$ cat src/rtl/smm_pkg.sv
// Package: shared constants and helpers for the management-mode controller.
// Assumes a 32-bit identifier and a 16-bit halt-restart register.
package smm_pkg;
    localparam int ID_W = 32;
    localparam int HR_W = 16;
    localparam logic [15:0] REV_LEVEL = 16'h0000;

    typedef enum logic {
        MODE_NORMAL = 1'b0,
        MODE_SMM    = 1'b1
    } smm_mode_t;

    // Builds the revision identifier word from its fields.
    function automatic logic [ID_W-1:0] rev_word(input logic [15:0] level,
                                                 input logic io_trap,
                                                 input logic relocation);
        logic [ID_W-1:0] w;
        w          = '0;
        w[15:0]    = level;
        w[16]      = io_trap;
        w[17]      = relocation;
        return w;
    endfunction
endpackage

$ cat src/rtl/smm_mode_fsm.sv
// Mode tracker: moves between normal and management mode.
// Produces the entry and resume strobes and captures the resume halt flag.
// Assumes request and retire inputs are single-cycle strobes.
module smm_mode_fsm
    import smm_pkg::*;
(
    input  logic clk,
    input  logic rst_n,
    input  logic smi_req,
    input  logic rsm_retire,
    input  logic halt_bit,
    output logic enter_now,
    output logic exit_now,
    output logic active,
    output logic enter_pulse,
    output logic resume_pulse,
    output logic resume_halt
);
    smm_mode_t mode_q;

    // Decode accepted transitions from the current mode.
    always_comb begin
        enter_now = (mode_q == MODE_NORMAL) && smi_req;
        exit_now  = (mode_q == MODE_SMM) && rsm_retire;
    end

    // Mode register and the strobes that report its transitions.
    always_ff @(posedge clk) begin
        if (!rst_n) begin
            mode_q       <= MODE_NORMAL;
            enter_pulse  <= 1'b0;
            resume_pulse <= 1'b0;
            resume_halt  <= 1'b0;
        end else begin
            enter_pulse  <= enter_now;
            resume_pulse <= exit_now;
            resume_halt  <= exit_now ? halt_bit : 1'b0;
            if (enter_now)
                mode_q <= MODE_SMM;
            else if (exit_now)
                mode_q <= MODE_NORMAL;
        end
    end

    assign active = (mode_q == MODE_SMM);
endmodule

$ cat src/rtl/smm_nmi_gate.sv
// NMI gate: closes on entry, opens on interrupt return in the handler or on
// resume. Holds one request while closed and delivers one-cycle pulses.
// Assumes nmi_req is a single-cycle request strobe.
module smm_nmi_gate (
    input  logic clk,
    input  logic rst_n,
    input  logic nmi_req,
    input  logic in_smm,
    input  logic enter_now,
    input  logic exit_now,
    input  logic iret_retire,
    output logic nmi_deliver
);
    logic blocked_q;
    logic pending_q;
    logic closed_now;
    logic open_now;
    logic deliver_nxt;

    // The gate counts as closed in the entry cycle; open events reopen it.
    always_comb begin
        closed_now  = blocked_q || enter_now;
        open_now    = blocked_q && (exit_now || (in_smm && iret_retire));
        deliver_nxt = (open_now && (pending_q || nmi_req)) ||
                      (nmi_req && !closed_now);
    end

    // Gate state, single-deep pending latch and the delivery pulse.
    always_ff @(posedge clk) begin
        if (!rst_n) begin
            blocked_q   <= 1'b0;
            pending_q   <= 1'b0;
            nmi_deliver <= 1'b0;
        end else begin
            nmi_deliver <= deliver_nxt;
            if (enter_now)
                blocked_q <= 1'b1;
            else if (open_now)
                blocked_q <= 1'b0;
            if (open_now)
                pending_q <= 1'b0;
            else if (nmi_req && closed_now)
                pending_q <= 1'b1;
        end
    end
endmodule

$ cat src/rtl/smm_halt_reg.sv
// Halt-restart register: bit 0 is captured on entry and may be cleared by
// the handler. It may be set again only if it was set on entry; the upper
// bits read zero. Assumes wr_en is already qualified by management mode.
module smm_halt_reg #(
    parameter int WIDTH = 16
) (
    input  logic             clk,
    input  logic             rst_n,
    input  logic             enter_now,
    input  logic             core_halted,
    input  logic             wr_en,
    input  logic             wr_bit,
    output logic [WIDTH-1:0] value
);
    logic bit_q;
    logic entry_q;

    // Capture on entry; later handler writes are limited by the entry value.
    always_ff @(posedge clk) begin
        if (!rst_n) begin
            bit_q   <= 1'b0;
            entry_q <= 1'b0;
        end else if (enter_now) begin
            bit_q   <= core_halted;
            entry_q <= core_halted;
        end else if (wr_en) begin
            bit_q   <= wr_bit && entry_q;
        end
    end

    // Present the bit in a register-width word.
    always_comb begin
        value    = '0;
        value[0] = bit_q;
    end
endmodule

$ cat src/rtl/smm_ctl.sv
// Management-mode controller top: joins the mode tracker, the NMI gate and
// the halt-restart register, and multiplexes the handler's read port.
// Assumes all inputs are synchronous to clk.
module smm_ctl
    import smm_pkg::*;
#(
    parameter logic [15:0] REVISION = REV_LEVEL,
    parameter bit          HAS_IO_TRAP = 1'b1,
    parameter bit          HAS_RELOC   = 1'b1
) (
    input  logic            clk,
    input  logic            rst_n,
    input  logic            smi_req,
    input  logic            nmi_req,
    input  logic            core_halted,
    input  logic            rsm_retire,
    input  logic            iret_retire,
    input  logic            reg_sel,
    input  logic            reg_wr,
    input  logic [ID_W-1:0] reg_wdata,
    output logic [ID_W-1:0] reg_rdata,
    output logic            smm_active,
    output logic            smm_enter,
    output logic            nmi_deliver,
    output logic            resume_valid,
    output logic            resume_halt
);
    localparam logic [ID_W-1:0] ID_WORD = rev_word(REVISION, HAS_IO_TRAP, HAS_RELOC);

    logic            enter_now;
    logic            exit_now;
    logic            hr_wr;
    logic [HR_W-1:0] hr_value;

    smm_mode_fsm u_mode (
        .clk          (clk),
        .rst_n        (rst_n),
        .smi_req      (smi_req),
        .rsm_retire   (rsm_retire),
        .halt_bit     (hr_value[0]),
        .enter_now    (enter_now),
        .exit_now     (exit_now),
        .active       (smm_active),
        .enter_pulse  (smm_enter),
        .resume_pulse (resume_valid),
        .resume_halt  (resume_halt)
    );

    smm_nmi_gate u_gate (
        .clk         (clk),
        .rst_n       (rst_n),
        .nmi_req     (nmi_req),
        .in_smm      (smm_active),
        .enter_now   (enter_now),
        .exit_now    (exit_now),
        .iret_retire (iret_retire),
        .nmi_deliver (nmi_deliver)
    );

    smm_halt_reg #(.WIDTH(HR_W)) u_halt (
        .clk         (clk),
        .rst_n       (rst_n),
        .enter_now   (enter_now),
        .core_halted (core_halted),
        .wr_en       (hr_wr),
        .wr_bit      (reg_wdata[0]),
        .value       (hr_value)
    );

    // Only handler writes to the halt-restart location are accepted.
    assign hr_wr = reg_wr && !reg_sel && smm_active;

    // Read multiplexer: the fixed identifier or the zero-extended register.
    always_comb begin
        if (reg_sel)
            reg_rdata = ID_WORD;
        else
            reg_rdata = {{(ID_W-HR_W){1'b0}}, hr_value};
    end
endmodule

$ cat config.mk
export PLATFORM = sky130hd
export DESIGN_NAME = smm_ctl
export DESIGN_NICKNAME = d
export VERILOG_FILES = /design/src/rtl/smm_pkg.sv /design/src/rtl/smm_mode_fsm.sv /design/src/rtl/smm_nmi_gate.sv /design/src/rtl/smm_halt_reg.sv /design/src/rtl/smm_ctl.sv
export SDC_FILE = /design/constraint.sdc
export NUM_CORES = 1
export LEC_CHECK = 0
export BUFFER_PORTS_ARGS = -buffer_cell sky130_fd_sc_hd__clkbuf_2
export CAP_MARGIN = 20
export CORE_MARGIN = 3
export CORE_UTILIZATION = 32
export CTS_CLUSTER_SIZE = 40
export DETAILED_ROUTE_END_ITERATION = 7
export PLACE_DENSITY_LB_ADDON = 0.12
export SYNTH_ARGS = -nofsm -noshare
export SYNTH_HDL_FRONTEND = slang
export SYNTH_SLANG_ARGS = --single-unit
export TNS_END_PERCENT = 1
$ cat constraint.sdc
create_clock -name clk -period 2.4 [get_ports clk]
set_input_delay 0 -clock clk [delete_from_list [all_inputs] [get_ports clk]]
set_output_delay 0 -clock clk [all_outputs]
set_load 0.02 [all_outputs]
# Yosys cells after proc, flatten, opt, wreduce, memory -nomap -nowiden
# Index checks and enable logic that the tools add are counted.
dict set report classes {
  mux 7
  n_bitwise 2
  multipliers 0
  eq_ne 0
  magnitude_cmp 0
  reduce_logical 21
  shift 0
  n_addsub 0
  div 0
}
# op n
set op_table {}
lappend op_table {{18-bit two-way mux} 1}
lappend op_table {{1-bit logical AND} 10}
lappend op_table {{1-bit two-way mux} 6}
lappend op_table {{2-bit nonzero test} 3}
lappend op_table {{1-bit logical OR} 4}
lappend op_table {{1-bit logical NOT} 2}
lappend op_table {{1-bit NOT} 2}
lappend op_table {{2-bit AND reduction} 1}
lappend op_table {{2-bit OR reduction} 1}
dict set report totals {
  mem_count 0
  output_inout_bits 37
  latch_bits 0
  mem_bits_ro 0
  in_bits 41
  mem_bits_rw 0
  word_cells 39
  regBits 9
}

# Depth between registers and ports, before layout
# Gate-level depths: netlist of run 1.
dict set report logic_depth {
  word_depth 6
  depth_mapped 3
  ltp_nobuf 3
}

# Cells and area by module
# A second synthesis of run 1 with hierarchy kept.
dict set report hier_totals {
  cells_unflattened 84
  area_unflattened_um2 719.4
}
# module n_inst cells_each seq_area_each_um2 area_per_inst_um2
set modules_own_cells {}
lappend modules_own_cells {smm_ctl 1 35 0.0 260.2}
lappend modules_own_cells {smm_halt_reg 1 25 40.0 210.2}
lappend modules_own_cells {smm_mode_fsm 1 11 80.1 127.6}
lappend modules_own_cells {smm_nmi_gate 1 13 60.1 121.4}

# Worst setup path after synthesis of run 1
# Ideal clock, no wire load.
dict set report synth_timing {
  path_kind {reg2reg}
  start {register u_mode.mode_q (netlist: u_mode.active)}
  end {register u_halt.bit_q}
  t_arrival_ns 0.907
  path_buffers 0
  setup_ns 0.131
  required_ns 2.269
  path_stages_with_launch 4
  slack_ns 1.362
  synth_period_minus_slack_ns 1.038
  path_cell_list {dfxtp_1 > or2b_2 > nand2_1 > a311oi_2}
}
dict set report synth_via {
  elab_chain_cells 3
  elab_cells_between_ends 5
  classes_between {1 x mux; 1 x bitwise; 3 x reduce/logical}
}
# element line_no
set synth_lines {}
lappend synth_lines {{from (decl)} smm_mode_fsm.sv:19} ;# smm_mode_t mode_q;
lappend synth_lines {{from (signal assigned)} smm_mode_fsm.sv:30} ;# mode_q <= MODE_NORMAL;
lappend synth_lines {{from (signal assigned)} smm_mode_fsm.sv:39} ;# mode_q <= MODE_SMM;
lappend synth_lines {{from (signal assigned)} smm_mode_fsm.sv:41} ;# mode_q <= MODE_NORMAL;
lappend synth_lines {{1-bit NOT} smm_mode_fsm.sv:23} ;# enter_now = (mode_q == MODE_NORMAL) && smi_req;
lappend synth_lines {{1-bit logical AND} smm_mode_fsm.sv:23}
lappend synth_lines {{1-bit two-way mux or 2-bit nonzero test (tied branches)} -}
lappend synth_lines {{to (signal assigned)} smm_halt_reg.sv:24} ;# bit_q <= core_halted;
lappend synth_lines {{to (signal assigned)} smm_halt_reg.sv:27} ;# bit_q <= wr_bit && entry_q;
lappend synth_lines {{to (decl)} smm_halt_reg.sv:15} ;# logic bit_q;
# Parallel ways exist; a longest one is shown, timed or not.
# A chain may end at the register's enable or synchronous reset.

# Worst setup path in the final report of run 1
# Ends and elaborated chain as after synthesis.

==> results of run 1 <==
-- cell usage after synthesis --
| master | number | area share (%) |
|---|---|---|
| sky130_fd_sc_hd__a21oi_1 | 4 | 3.5 |
| sky130_fd_sc_hd__a221oi_2 | 1 | 2.6 |
| sky130_fd_sc_hd__a311oi_2 | 1 | 2.6 |
| sky130_fd_sc_hd__and2_1 | 1 | 1.1 |
| sky130_fd_sc_hd__and3_1 | 1 | 1.1 |
| sky130_fd_sc_hd__buf_4 | 31 | 40 |
| sky130_fd_sc_hd__conb_1 | 1 | 0.65 |
| sky130_fd_sc_hd__dfxtp_1 | 9 | 31 |
| sky130_fd_sc_hd__inv_1 | 2 | 1.3 |
| sky130_fd_sc_hd__nand2_1 | 3 | 2.0 |
| sky130_fd_sc_hd__nand2b_1 | 1 | 1.1 |
| sky130_fd_sc_hd__nand3b_1 | 2 | 2.6 |
| sky130_fd_sc_hd__nor2_1 | 2 | 1.3 |
| sky130_fd_sc_hd__nor2b_1 | 1 | 1.1 |
| sky130_fd_sc_hd__nor2b_2 | 1 | 1.5 |
| sky130_fd_sc_hd__o211ai_1 | 1 | 1.3 |
| sky130_fd_sc_hd__o21a_1 | 1 | 1.3 |
| sky130_fd_sc_hd__o21ai_0 | 1 | 0.87 |
| sky130_fd_sc_hd__o21ai_1 | 1 | 0.87 |
| sky130_fd_sc_hd__or2b_2 | 1 | 1.5 |
-- area by class of cell --
type                            count  area [um^2]  area share, %
Inverter                            2         7.51           1.25
Timing Repair Buffer               18         95.1           15.9
Sequential cell                     9          180           30.1
Tap cell                           24         30.0           5.01
Clock buffer                        4         26.3           4.38
Multi-Input combinational cell     52          260           43.4
-- repair_timing --
item | in CTS | in global routing
setup buffers | 0 | 0
endpoints found under the hold margin | 1 | 0
hold buffers | 1 | 0
setup endpoints to repair | 0 | 0
-- worst reg2reg max path, stage by stage, from the launching register on --
cell	delay [ns]
sky130_fd_sc_hd__dfxtp_1	0.36
sky130_fd_sc_hd__or2b_2	0.36
sky130_fd_sc_hd__nand2_1	0.10
sky130_fd_sc_hd__a311oi_2	0.08
-- routing by layer --
layer	share of wire, %	vias up	track usage, %
li1	-	193	-
met1	33	163	6.05
met2	50	26	12.2
met3	16	2	6.13
met4	0.94	0	4.27
met5	0	-	0
-- per-stage QoR --
step	cell area (um^2)	hold slack [ns]	power [mW]	instances	worst slack, ns
after CTS	599	0.0118	0.370	109	1.39
after global placement	563	0.256	0.254	104	1.39
after detailed placement	563	0.253	0.253	104	1.39
after global routing	599	0.0113	0.386	109	1.36
after floorplan	681	0.0781	0.273	94	1.36
final	599	0.0189	0.365	109	1.39
-- worst min path at each step --
stage	start	to	depth (start not counted)
global route	core_halted	u_halt.entry_q$_SDFFE_PN0P_	3
CTS	core_halted	u_halt.entry_q$_SDFFE_PN0P_	3
floorplan	reg_sel	reg_rdata[0]	1
global placement	reg_sel	reg_rdata[16]	2
detailed placement	reg_sel	reg_rdata[17]	2
finish	core_halted	u_halt.entry_q$_SDFFE_PN0P_	3
-- power by group --
part	switching, mW	internal (mW)
logic	0.0660	0.0212
clock network	0.0489	0.0638
registers	0.00630	0.159
-- kinds of logic after synthesis --
kind of cell | share of synthesized area [%]
AO/OA/AOI/OAI | 13.0
other | 0.652
buffers and inverters | 41.7
flip-flops | 31.3
AND/OR/NAND/NOR | 13.3
==> flow_summary.toml, run 1 <==
[clocking]
cts_resized = 0
cts_buffers = 3
cts_tree = "yes"
insertion_delay_of_the_later_clocked_pin_in_the_worst_skew_pair_ns = 0.25
numClockSinks = 9
clockBufferDepth = 2
worst_setup_hold_path_clk_slew_ns = 0.06
htreeDepth = 1
cts.root.buffer_cell = "sky130_fd_sc_hd__clkbuf_4"

[run_status]
outcome = "complete, no violations"

[drt]
vias = 384
vias_per_cell = 3.52
route.final.wire_length_um = 850
routed_wire_length_per_instance_um = 7.80
drt_first_iter_violations = 1
route.detailed.drc = 0
detailedRoute.firstPassIterationCount = 2
antenna_violating_nets_post_route = 0

[global_routing]
grt_start_max_net_pins = 8
grt_pass1_wl_mm = 1.27
globalRouteTotalUtil_pct = 7.38
global_route.overflow_total = 0
number_of_antenna_violations_at_the_first_check_in_global_routing = 0
first_global_vias = 288

[worst_setup_path]
critical_path_buf_inv_count = 0
crit_cells = 3
crit_path_max_fanout = 7
cp_slowest_cell = "sky130_fd_sc_hd__dfxtp_1"
worstPathRequired_ns = 2.54
timing_worst_setup_path_type = "flop to flop"
worst-endpoint-arrival_ns = 1.15
setup.worst_path.start_class = "flop"
critical_path.reg2reg.startpoint = "u_mode.active$_SDFFE_PN0P_"
r2r_worst_path_depth = 3
crit_path_max_incr_delay_ns = 0.36
r2r-end = "u_halt.bit_q$_SDFFE_PN0P_"
setup.worst_path.end_class = "flop"
critPathTopFamily = "simple AND/OR/NAND/NOR gates"
worst_setup_path_endpoint = "u_halt.bit_q$_SDFFE_PN0P_"
path_cells = "or2b_2, nand2_1, a311oi_2"
r2r_setup_slack_ns = 1.39
worst_setup_path_startpoint = "u_mode.active$_SDFFE_PN0P_"

[timing]
clock-skew-final_ns = 0.00303
maxClockFrequency_ghz = 0.987
final_critical_period_ns = 1.01
finalSetupViolCount = 0
hold_viol_final = 0
post-route-period-util_pct = 42.2
slew_violations = 0
rsz0062_at_grt = "false"
setup_total_negative_slack_ns = 0

[finish]
antenna-diode-count = 0
total_nets_final = 127
synthToLayoutAreaGrowth_pct = 4.13
fin_util_pct = 37.6
layout.cells.most_common_list = "sky130_fd_sc_hd__conb_1, sky130_fd_sc_hd__clkbuf_2, sky130_fd_sc_hd__dfxtp_1"
drive_gt1_share_pct = 28.2
nFillCells = 171
layout_commonest_cell = "sky130_fd_sc_hd__conb_1"

[placed_design]
half_perimeter_wire_length_after_placement_um = 715
gp_routability_congestion = 0.628
place.port_buffers = 17

[floorplanning]
floorplan.die.width_um = 48.4
chip_height_um = 48.4
initial_utilization_pct = 36.1
boundaryPins = 78
core_area_um2 = 1590
rows = 14
total_die_area_um2 = 2340

[logic_synthesis]
yosys.cell_types.count = 20
ys_seq_elements = 9
synth.avg_cell_area_um2 = 8.72
ys_seq_area_share_pct = 31.3
synthCells = 66
post_synthesis_instance_area_um2 = 576
ys_warn_count = 0

[power_and_ir_drop]
power.ir.vdd_worst_v = 0.000230
power.static_leakage_nw = 0.316
power_density_nw_per_um2 = 609

[worst_hold_path]
min_path_type = "primary input to flop"

[flow_run]
max_cap_violations = 0
Power figures use the tool's default switching activity.
==> run 2, diff against run 1 <==
--- a/config.mk
+++ b/config.mk
@@ -8,7 +8,7 @@
 export BUFFER_PORTS_ARGS = -buffer_cell sky130_fd_sc_hd__clkbuf_2
 export CAP_MARGIN = 20
 export CORE_MARGIN = 3
-export CORE_UTILIZATION = 32
+export CORE_UTILIZATION = 30
 export CTS_CLUSTER_SIZE = 40
 export DETAILED_ROUTE_END_ITERATION = 7
 export PLACE_DENSITY_LB_ADDON = 0.12
==> constraint.sdc (replaced) <==
create_clock -name clk -period 1 [get_ports clk]
set_input_delay 0 -clock clk [delete_from_list [all_inputs] [get_ports clk]]
set_output_delay 0 -clock clk [all_outputs]
set_load 0.02 [all_outputs]
==> run 2 against run 1 <==
Sequential share of layout area down 0.29 points. Register-to-register slack worse by 1.3 ns. Count of clock-buffer cells in the layout unchanged. First-iteration DRC count up 100%. Cell area up 1.7%. Via count up 3.9%. Cell count up 0.92%. Non-clock buffer count unchanged. Critical path depth unchanged.
==> flow_summary.toml, run 2 (same netlist as run 1, synthesis figures left out) <==
[run_status]
outcome = "complete, no violations"

[flow_run]
max_cap_violations = 0

[drt]
vias = 399
route.final.wire_length_um = 914
met3RoutedLength_um = 97
route.met2.wl_um = 479
top_signal_layer_used = "met4"
drt_first_iter_violations = 2
vias_per_cell = 3.63
antenna_violating_nets_post_route = 0
met1Wirelength_um = 303
route.detailed.drc = 0
routed_wire_length_per_instance_um = 8.31
detailedRoute.firstPassIterationCount = 3

[worst_setup_path]
worst-endpoint-arrival_ns = 1.10
path_cells = "nor2b_4, o21ai_1, a221oi_2"
crit_path_max_fanout = 7
worstPathRequired_ns = 1.17
cp_slowest_cell = "sky130_fd_sc_hd__dfxtp_2"
setup.worst_path.end_class = "flop"
setup.worst_path.start_class = "flop"
crit_path_max_incr_delay_ns = 0.36
timing_worst_setup_path_type = "flop to flop"

[placed_design]
half_perimeter_wire_length_after_placement_um = 734
place.port_buffers = 17
pre_cts_setup_slack_ns = 0.0185
gp_routability_congestion = 0.610

[floorplanning]
chip_height_um = 49.8
total_die_area_um2 = 2480
core_area_um2 = 1760
rows = 15
floorplan.die.width_um = 49.8
initial_utilization_pct = 32.6
boundaryPins = 78

[global_routing]
first_global_vias = 305
globalRouteTotalUtil_pct = 6.87
global_route.overflow_total = 0
grt_start_max_net_pins = 8
grt_pass1_wl_mm = 1.21
number_of_antenna_violations_at_the_first_check_in_global_routing = 0

[timing]
slew_violations = 0
final_critical_period_ns = 0.928
clock-skew-final_ns = 0.00332
rsz0062_at_grt = "true"
hold_viol_final = 0
layout_setup_ws_ns = 0.0716
setup_total_negative_slack_ns = 0
post-route-period-util_pct = 92.8
maxClockFrequency_ghz = 1.08
finalSetupViolCount = 0

[power_and_ir_drop]
power.static_leakage_nw = 0.322
power.share.clock_pct = 31.0
comb_power_share_pct = 24.1
power.ir.vdd_worst_v = 0.000374
p_seq_share_pct = 44.9
power_density_nw_per_um2 = 1460
p_int_mw = 0.590
swShare_pct = 33.6
power_dissipated_by_switching_net_loads_mw = 0.299

[clocking]
worst_setup_hold_path_clk_slew_ns = 0.06
numClockSinks = 9
clockBufferDepth = 2
cts.root.buffer_cell = "sky130_fd_sc_hd__clkbuf_4"
insertion_delay_of_the_later_clocked_pin_in_the_worst_skew_pair_ns = 0.26
cts_buffers = 3
cts_tree = "yes"
htreeDepth = 1

[finish]
multi_input_gate_area_um2 = 268
nFillCells = 204
drive_gt1_share_pct = 29.4
antenna-diode-count = 0
seq_area_um2 = 181
layout_commonest_cell = "sky130_fd_sc_hd__conb_1"
layout.cells.most_common_list = "sky130_fd_sc_hd__conb_1, sky130_fd_sc_hd__clkbuf_2, sky130_fd_sc_hd__dfxtp_1"
total_nets_final = 127
synthToLayoutAreaGrowth_pct = 5.87

[worst_hold_path]
min_path_type = "primary input to flop"
## run 2: what timing repair did
item / 4_1_cts / 5_1_grt
setup endpoints to repair: 0 / 3
endpoints found under the hold margin: 1 / 0
resized for setup: 0 / 2
hold buffers: 1 / 0
setup buffers: 0 / 0
## run 2: final timing paths
kind | end | slack [ns] | startpoint | depth (start not counted)
worst max-delay path | u_gate.pending_q$_SDFFE_PP0P_ | 0.07 | u_mode.active$_SDFFE_PN0P_ | 3
worst min-delay path | u_halt.entry_q$_SDFFE_PN0P_ | 0.02 | core_halted | 3
worst max register to register | u_gate.pending_q$_SDFFE_PP0P_ | 0.07 | u_mode.active$_SDFFE_PN0P_ | 3
worst min register to register | u_halt.entry_q$_SDFFE_PN0P_ | 0.46 | u_halt.entry_q$_SDFFE_PN0P_ | 2
## run 2: critical path: cells and delay by family (launching register included)
family / cells / cell delay (ns)
compound gates: 2 / 0.36
flops: 1 / 0.36
simple gates: 1 / 0.13
## run 2: routing by layer
metal / vias to the layer above / GRT usage (%)
li1: 191 / -
met1: 177 / 6.08
met2: 27 / 11.5
met3: 4 / 1.81
met4: 0 / 8.29
met5: - / 0
## run 2: stage by stage
| step | hold slack [ns] | power [mW] | area (um^2) | instances | util (%) |
|---|---|---|---|---|---|
| after floorplan | 0.0781 | 0.657 | 682 | 94 | - |
| after global placement | 0.256 | 0.609 | 566 | 105 | 32.1 |
| after detailed placement | 0.259 | 0.611 | 566 | 105 | 32.1 |
| after CTS | 0.0171 | 0.895 | 602 | 110 | 34.1 |
| after global routing | 0.0539 | 0.943 | 609 | 110 | 34.5 |
| final | 0.0232 | 0.889 | 609 | 110 | 34.5 |
## run 2: cell type report
cell class / instances / share of cell area (%)
Clock buffer: 4 / 4.31
Inverter: 2 / 1.23
Multi-Input combinational cell: 52 / 43.9
Sequential cell: 9 / 29.8
Tap cell: 25 / 5.13
Timing Repair Buffer: 18 / 15.6
## run 2: power by group through the flow
| stage | logic, mW | registers [mW] | clock network [mW] |
|---|---|---|---|
| after floorplan | 0.243 | 0.414 | 0 |
| after global placement | 0.205 | 0.405 | 0 |
| after detailed placement | 0.205 | 0.406 | 0 |
| after CTS | 0.209 | 0.398 | 0.289 |
| after global routing | 0.232 | 0.402 | 0.309 |
| final | 0.215 | 0.399 | 0.275 |
==> run 3, diff against run 2 <==
--- a/config.mk
+++ b/config.mk
@@ -5,7 +5,7 @@
 export SDC_FILE = /design/constraint.sdc
 export NUM_CORES = 1
 export LEC_CHECK = 0
-export BUFFER_PORTS_ARGS = -buffer_cell sky130_fd_sc_hd__clkbuf_2
+export BUFFER_PORTS_ARGS = -buffer_cell sky130_fd_sc_hd__buf_4
 export CAP_MARGIN = 20
 export CORE_MARGIN = 3
 export CORE_UTILIZATION = 30
==> run 3 against run 2 <==
Fmax shrank 1.2%. Cell count is 0.91% lower. Clock skew shrank 0.0014 ns. Non-clock buffer count shrank 1. Register-to-register slack barely moved. Cell area increased by 5.3%. Via count shrank 5.3%. Utilization rose by 1.8 points. Critical path depth unchanged. Clock power barely moved. Count of clock-buffer cells in the layout stayed put. Combinational power rose by 7%.
==> flow_summary.toml, run 3 (same netlist as run 1, synthesis figures left out) <==
[drt]
route.detailed.drc = 0
drt_first_iter_violations = 6
route.final.wire_length_um = 914
antenna_violating_nets_post_route = 0
vias = 378
routed_wire_length_per_instance_um = 8.39
vias_per_cell = 3.47
detailedRoute.firstPassIterationCount = 2

[timing]
layout_setup_ws_ns = 0.0600
final_critical_period_ns = 0.940
final.hold.worst_slack_ns = 0.0141
finalSetupViolCount = 0
hold_viol_final = 0
clock-skew-final_ns = 0.00194
post-route-period-util_pct = 94.0
rsz0062_at_grt = "false"
slew_violations = 0
setup_total_negative_slack_ns = 0
maxClockFrequency_ghz = 1.06

[worst_hold_path]
worstHoldPathCells = 3
holdPathEnd = "u_gate.blocked_q$_SDFFE_PN0P_"
min_path_type = "primary input to flop"
min_from = "rst_n"

[worst_setup_path]
r2r_setup_slack_ns = 0.06
worstPathRequired_ns = 1.13
worst-endpoint-arrival_ns = 1.07
setup.worst_path.start_class = "flop"
r2r_worst_path_depth = 3
critical_path.reg2reg.startpoint = "u_mode.active$_SDFFE_PN0P_"
r2r-end = "u_halt.bit_q$_SDFFE_PN0P_"
crit_path_max_fanout = 7
setup.worst_path.end_class = "flop"
timing_worst_setup_path_type = "flop to flop"

[run_status]
outcome = "complete, no violations"

[finish]
drive_gt1_share_pct = 29.8
seq_area_um2 = 181
synthToLayoutAreaGrowth_pct = 11.5
layout_commonest_cell = "sky130_fd_sc_hd__conb_1"
multi_input_gate_area_um2 = 268
nFillCells = 196
layout.cells.most_common_list = "sky130_fd_sc_hd__conb_1, sky130_fd_sc_hd__buf_4, sky130_fd_sc_hd__dfxtp_1"
total_nets_final = 126
antenna-diode-count = 0

[clocking]
cts_resized = 1
cts.root.buffer_cell = "sky130_fd_sc_hd__clkbuf_4"
cts.hold.buffers_added = 0
insertion_delay_of_the_later_clocked_pin_in_the_worst_skew_pair_ns = 0.26
cts_buffers = 3
numClockSinks = 9
htreeDepth = 1
post_cts_buffers = 0
worst_setup_hold_path_clk_slew_ns = 0.06
cts_tree = "yes"
clockBufferDepth = 2

[floorplanning]
rows = 15
floorplan.die.width_um = 49.8
total_die_area_um2 = 2480
initial_utilization_pct = 32.6
core_area_um2 = 1760
boundaryPins = 78
chip_height_um = 49.8

[global_routing]
first_global_vias = 302
grt_start_max_net_pins = 8
grt_pass1_wl_mm = 1.28
globalRouteTotalUtil_pct = 7.13
global_route.overflow_total = 0
number_of_antenna_violations_at_the_first_check_in_global_routing = 0

[placed_design]
gp_routability_congestion = 0.654
place.port_buffers = 17
pre_cts_setup_slack_ns = 0.00923
half_perimeter_wire_length_after_placement_um = 767

[power_and_ir_drop]
power.ir.vdd_worst_v = 0.000586
power.static_leakage_nw = 0.329
power_density_nw_per_um2 = 1400

[flow_run]
max_cap_violations = 0
run 3: per-stage QoR:
stage / area, um^2 / util (%) / power, mW / std cells
6_report: 642 / 36.4 / 0.900 / 109
3_5_place_dp: 608 / 34.5 / 0.629 / 105
2_1_floorplan: 682 / - / 0.657 / 94
3_3_place_gp: 608 / 34.5 / 0.628 / 105
4_1_cts: 637 / 36.1 / 0.907 / 109
5_1_grt: 642 / 36.4 / 0.952 / 109
run 3: how the worst max path moves through the flow:
stage                                    start                            end  slack [ns]  depth (start not counted)
floorplan           u_mode.active$_SDFFE_PN0P_      u_halt.bit_q$_SDFFE_PN0P_        0.02                          3
global placement    u_mode.active$_SDFFE_PN0P_      u_halt.bit_q$_SDFFE_PN0P_        0.02                          3
detailed placement  u_mode.active$_SDFFE_PN0P_      u_halt.bit_q$_SDFFE_PN0P_       0.009                          3
CTS                 u_mode.active$_SDFFE_PN0P_      u_halt.bit_q$_SDFFE_PN0P_        0.04                          3
global route        u_mode.active$_SDFFE_PN0P_  u_gate.nmi_deliver$_SDFF_PN0_       0.002                          3
finish              u_mode.active$_SDFFE_PN0P_      u_halt.bit_q$_SDFFE_PN0P_        0.06                          3
run 3: layer usage:
| metal | vias to the layer above | global-route usage, % | share of wire [%] |
|---|---|---|---|
| met5 | - | 0 | 0 |
| li1 | 190 | - | - |
| met3 | 2 | 4.53 | 13 |
| met1 | 159 | 7.21 | 36 |
| met2 | 27 | 11.0 | 49 |
| met4 | 0 | 4.15 | 2.0 |
run 3: area by class of cell:
| type | instances | share of cell area [%] |
|---|---|---|
| Inverter | 2 | 1.17 |
| Tap cell | 25 | 4.87 |
| Sequential cell | 9 | 28.3 |
| Timing Repair Buffer | 17 | 19.9 |
| Multi-Input combinational cell | 52 | 41.7 |
| Clock buffer | 4 | 4.09 |
run 3: worst max-delay path: stages, from the launching register on:
cell	delay, ns
sky130_fd_sc_hd__dfxtp_2	0.36
sky130_fd_sc_hd__or2b_4	0.29
sky130_fd_sc_hd__nand2_1	0.09
sky130_fd_sc_hd__a311oi_2	0.08
run 3: report_power, final:
part	internal (mW)	switching, mW
Sequential	0.382	0.0166
Combinational	0.0709	0.158
Clock	0.153	0.119
